--- src/rtl/pwr_mode_ctrl.sv ---
module pwr_mode_ctrl #(
  parameter int CFG_W    = 8,
  parameter int IDLE_BIT = 7
) (
  input  logic             clk,
  input  logic             rst_n,
  input  logic             cfg_we,
  input  logic [CFG_W-1:0] cfg_wdata,
  input  logic             sleep_req,
  input  logic             wake_evt,
  input  logic [2:0]       src_rdy,
  output logic [2:0]       src_sel,
  output logic             cpu_clk_en,
  output logic             per_clk_en,
  output logic [2:0]       mode,
  output logic             switch_pend
);
  typedef enum logic [1:0] {K_RUN, K_IDLE, K_SLEEP} kind_t;

  kind_t      kind;
  logic       idle_en, wake_hold;
  logic [1:0] src_fld, cur, tgt;
  logic       tgt_rdy, wake_go;

  assign tgt     = (src_fld == 2'b00) ? 2'd1 : (src_fld == 2'b01) ? 2'd2 : 2'd3;
  assign tgt_rdy = src_rdy[tgt - 2'd1];
  assign wake_go = (kind != K_RUN) && (wake_evt || wake_hold);

  always_ff @(posedge clk or negedge rst_n) begin
    if (!rst_n) begin
      kind      <= K_RUN;
      cur       <= 2'd1;
      idle_en   <= 1'b0;
      src_fld   <= 2'b00;
      wake_hold <= 1'b0;
    end else begin
      if (cfg_we) begin
        idle_en <= cfg_wdata[IDLE_BIT];
        src_fld <= cfg_wdata[1:0];
      end
      if (kind != K_SLEEP && tgt != cur && tgt_rdy)
        cur <= tgt;
      if (kind == K_RUN) begin
        if (sleep_req) kind <= idle_en ? K_IDLE : K_SLEEP;
      end else if (wake_go) begin
        if (tgt_rdy) begin
          kind      <= K_RUN;
          cur       <= tgt;
          wake_hold <= 1'b0;
        end else begin
          wake_hold <= 1'b1;
        end
      end
    end
  end

  assign cpu_clk_en  = (kind == K_RUN);
  assign per_clk_en  = (kind != K_SLEEP);
  assign src_sel     = (kind == K_SLEEP) ? 3'b000 : (3'b001 << (cur - 2'd1));
  assign mode        = (kind == K_SLEEP) ? 3'd0 : {kind == K_IDLE, cur};
  assign switch_pend = (kind != K_SLEEP) && (tgt != cur);

  p_onehot_r3: assert property (@(posedge clk) disable iff (!rst_n)
    $onehot0(src_sel));
  p_idle_gating_r6: assert property (@(posedge clk) disable iff (!rst_n)
    mode[2] |-> (!cpu_clk_en && per_clk_en && src_sel != 3'b000));
  p_sleep_dark_r7: assert property (@(posedge clk) disable iff (!rst_n)
    (mode == 3'd0) |-> (!cpu_clk_en && !per_clk_en && src_sel == 3'b000 && !switch_pend));
  p_hold_source_r5: assert property (@(posedge clk) disable iff (!rst_n)
    (cpu_clk_en && switch_pend && !tgt_rdy && !sleep_req) |=> $stable(src_sel));
  p_sleep_stays_r10: assert property (@(posedge clk) disable iff (!rst_n)
    (kind == K_SLEEP && !wake_evt && !wake_hold) |=> (kind == K_SLEEP));
  p_wake_ready_r9: assert property (@(posedge clk) disable iff (!rst_n)
    (!cpu_clk_en && wake_evt && tgt_rdy) |=> cpu_clk_en);
  p_run_wake_ignored_r11: assert property (@(posedge clk) disable iff (!rst_n)
    (cpu_clk_en && !sleep_req) |=> cpu_clk_en);
endmodule

--- config.mk ---
export PLATFORM = sky130hd
export DESIGN_NAME = pwr_mode_ctrl
export DESIGN_NICKNAME = d
export VERILOG_FILES = /design/src/rtl/pwr_mode_ctrl.sv
export SDC_FILE = /design/constraint.sdc
export NUM_CORES = 1
export LEC_CHECK = 0
export ABC_AREA = 1
export BUFFER_PORTS_ARGS = -buffer_cell sky130_fd_sc_hd__buf_2
export CORE_AREA = 3 3 40 42
export CTS_BUF_LIST = sky130_fd_sc_hd__clkbuf_8
export DETAILED_ROUTE_END_ITERATION = 6
export DIE_AREA = 0 0 43 45
export GPL_TIMING_DRIVEN = 0
export PLACE_DENSITY = 0.7
export SETUP_SLACK_MARGIN = 0.5
export SKIP_CTS_REPAIR_TIMING = 1
export SYNTH_ARGS = -nofsm -noshare
export SYNTH_HDL_FRONTEND = slang
export SYNTH_SLANG_ARGS = --single-unit
--- constraint.sdc ---
create_clock -name clk -period 1.45 [get_ports clk]
set_input_delay 0.2175 -clock clk [delete_from_list [all_inputs] [get_ports clk]]
set_output_delay 0.2175 -clock clk [all_outputs]
set_load 0.01 [all_outputs]
---- Yosys cells after proc, flatten, opt, wreduce, memory -nomap -nowiden ----
Index checks and enable logic that the tools add are counted.
word-level totals
  flip-flop bits (word level) ............. 8
  input bits .............................. 16
  output and inout port bits .............. 9
operators by class
  add/subtract/negate cells ............... 2
  magnitude comparators ................... 1
  eq/ne operators ......................... 6
  shift operators ......................... 1
  mux-type cells .......................... 16
  bitwise operators ....................... 1
  reductions and logical operators ........ 11
operator list
  kind                   count
  $mux W2                10
  $mux W3                2
  $reduce_bool A2 Y1     3
  $eq A2 B1 Y1 const B   2
  $logic_not A2 Y1       2
  $ne A2 B2 Y1 const B   2
  $sub A2 B1 Y2 const B  2
  $logic_and A1 B1 Y1    3
  $lt A2 B3 Y1 const B   1
  $mux W1                3
  $reduce_and A3 Y1      1
  $shl A1 B2 Y3 const A  1
  $bmux W1 S2            1
  $eq A2 B2 Y1 const B   1
  $ne A2 B2 Y1           1
  $reduce_and A2 Y1      1
  $logic_or A1 B1 Y1     1
  $not A1 Y1             1

---- Depth between registers and ports, before layout ----
  word-level depth ........................ 11
  gate-level depth with buffers ........... 10
  depth with buffers taken out ............ 10

---- Least setup slack after synthesis ----
No wires, ideal clock.
  path type ............................... register to output
  start point ............................. register cur[0]
  end point ............................... output port switch_pend
  arrival time ............................ 956 ps
  setup slack ............................. 276 ps
  cell stages (with the launch flop) ...... 5
  buffers on the path ..................... 0
  cells stage by stage .................... dfstp_2 -> inv_1 -> nand3_1 -> nand2_1 -> a21oi_1
between the ends
  cells in the longest elaborated chain, start to end .. 2
RTL lines
  item                    line  RTL
  from (decl)             22    logic [1:0] src_fld, cur, tgt;
  from (signal assigned)  42    cur <= tgt;
  from (signal assigned)  48    cur <= tgt;
  $ne A2 B2 Y1            61    assign switch_pend = (kind != K_SLEEP) && (tgt != cur);
  $logic_and A1 B1 Y1     61
  to (decl)               16    output logic switch_pend
No other way between the ends.

---- Worst setup path after layout ----
Ends and elaborated chain as after synthesis.

==> impl_metrics.yaml <==
synthesis:
  synth_area_um2: 494
  yosys_register_bits: 8
  syn_inst: 68
  synth_cell_types: 17
  syn_area_per_cell_um2: 7.27
  synth_top_cell_by_area: "dfrtp_1"
  synthTopCellsByArea: "dfrtp_1, nand2_1, nor2_2"
  yosysSeqAreaShare_pct: 40.8
  syn_nets: 84
  yosys_warnings: 0
  yosys.area.top_type_share_pct: 35.4
timing:
  rsz0062_at_grt: "yes"
  hold_violations: 0
  max_slew_margin_pct: 84.1
  setup_viol: 0
  slew_viol_final: 0
  post-route-min-period_ps: 1450
  finalClockSkew_ps: 3.46
  post-route-period-util_pct: 99.9
  max_freq_mhz: 690
  worst_slew_pin_slew_ps: 237
clock_network:
  cts_tree: "done"
  clock_path_buffers: 2
  htreeDepth: 1
  cts_buffers: 3
  cts_sinks: 8
  clk_latency_ps: 230
  path_clk_slew_ps: 40
  cts_root_buf: "clkbuf_8"
final_layout:
  drive_gt1_share_pct: 68.9
  final_area_um2: 885
  final_core_util_pct: 68.8
  diodes: 0
  area_delta_synth_final_pct: 79.0
  nets: 120
  fillers: 108
grt:
  antenna_found_initial: 0
  grt_max_degree: 9
  grt_usage_pct: 12.9
  grt_first_pass_wirelength_mm: 1.85
  first_global_vias: 454
  gr-total-overflow: 0
routing:
  drcViolationCount: 0
  wl_met1_um: 617
  dr.pass1.iters: 4
  vias_per_cell: 5.08
  dr.max_layer_used: "met4"
  vias: 600
  wl_met2_um: 859
  drtIter0Drc: 9
  wl_mm: 1.57
  wl_per_cell_um: 13.3
  route.met3.wl_um: 76
  antenna_left: 0
status:
  status: "complete, no violations"
floorplanning:
  die_h_um: 45
  core_um2: 1280
  rows: 13
  start_util_pct: 38.5
  ios: 25
  die-width_um: 43
  dieArea_um2: 1940
setup_path:
  crit_cells: 5
  cpMaxStageDelayCell: "dfstp_2"
  start_kind: "flop"
  critPathMaxFanout: 4
  worstReg2RegEnd: "cur[1]$_DFF_PN0_"
  cp-end-kind: "primary output"
  crit_family: "flip-flops"
  arrival_ps: 1230
  r2r_start: "cur[0]$_DFF_PN1_"
  path_class: "flop to primary output"
  startpoint: "cur[0]$_DFF_PN1_"
  worstSetupEndpoint: "switch_pend"
  worstPathCellList: "inv_4 -> nand3_2 -> nand2_2 -> a21oi_2 -> buf_2"
  crit_required_ps: 1230
  critPathMaxStageDelay_ps: 570
  path_buf_inv: 2
  r2r_slack_ps: 110
  r2r_cells: 10
hold_path:
  holdPathStages: 3
  hold_path.class: "primary input to flop"
power:
  p_per_area_nw_per_um2: 2220
  p_leak_nw: 0.442
  ir_drop_mv: 1.26
  finalPower_mw: 1.97
placed_design:
  place_congestion: 0.779
  port_buffers: 19
  dpl_cell_area_um2: 629
  dp_hpwl_um: 892
flow_run:
  drv_cap: 0
[stage by stage]
stage	TNS, ps	hold slack, ps	setup WS [ps]	instances
floorplan	0	-78.1	344	68
detailed placement	0	71.8	229	102
global route	-43.3	216	-43.3	118
global placement	0	70.4	262	102
CTS	-20.3	-175	-20.3	106
finish	0	194	1.43	118
[registers in the layout, indices dropped and copies added (netlist names)]
name / count
cur: 2
idle_en: 1
src_fld: 2
kind: 2
wake_hold: 1
[layer usage]
metal	track usage [%]	up-vias
li1	-	293
met1	15.8	288
met2	20.7	17
met3	1.59	2
met4	10.2	0
met5	0	-
[cells in the final DEF, fill, tap and decap left out, drive strengths merged]
cell,count
a21oi,1
a31oi,1
buf,30
clkbuf,3
dfrtp,7
dfstp,1
dlygate4sd3,1
inv,10
nand2,20
nand3,6
nand4,1
nor2,11
nor3,4
o21ai,7
[final cells by class]
cell class              instances  area (µm²)  share of cell area, %
inverters                       9        36.3                   4.10
flip-flops and latches          8         204                   23.1
multi-input cells              51         363                   41.0
clock buffers                   3        41.3                   4.67
clock inverters                 1        3.75                  0.424
repair buffers                 31         218                   24.6
well taps                      15        18.8                   2.12
[synth_stat cells]
master	instances
nand2_2	4
dfstp_2	1
nor2_2	5
nor2_1	6
nand4_1	1
a31oi_1	1
o21ai_1	3
inv_2	4
inv_1	5
nand2_1	16
nor3_1	4
nand3_1	4
a21oi_1	1
o21ai_0	4
nand3_2	1
dfrtp_1	7
nand3_4	1
[where the power goes]
part	switching, mW	internal [mW]	total (mW)
Clock	0.0925	0.184	0.276
Sequential	0.0995	0.315	0.415
Combinational	0.692	0.585	1.28
Total	0.884	1.08	1.97
[logic make-up (layout without fill, tap and decap cells)]
group,count (synthesis),in the layout,synth area share [%]
buf+inv,9,44,6.83
simple gates,42,42,43.0
flops,8,8,40.8
compound gates,9,9,9.37
[worst min-delay path by stage]
stage	startpoint	endpoint	slack, ps
2_1_floorplan	rst_n	cur[1]$_DFF_PN0_	-80
3_3_place_gp	rst_n	cur[1]$_DFF_PN0_	70
3_5_place_dp	rst_n	cur[1]$_DFF_PN0_	70
4_1_cts	rst_n	src_fld[1]$_DFFE_PN0P_	-170
5_1_grt	cfg_wdata[0]	src_fld[0]$_DFFE_PN0P_	220
6_report	cfg_wdata[0]	src_fld[0]$_DFFE_PN0P_	190
[worst reg2reg max path, stage by stage (launching register included)]
cell and delay [ps]:
dfstp_2 570, inv_4 60, nand3_2 60, nand2_2 70, buf_4 140, nand2_4 60, nand3_4 60, nand2_1 60
nand2_1 40, nand2_1 50, nand2_1 40
No activity file was read; power rests on OpenSTA's default activity.
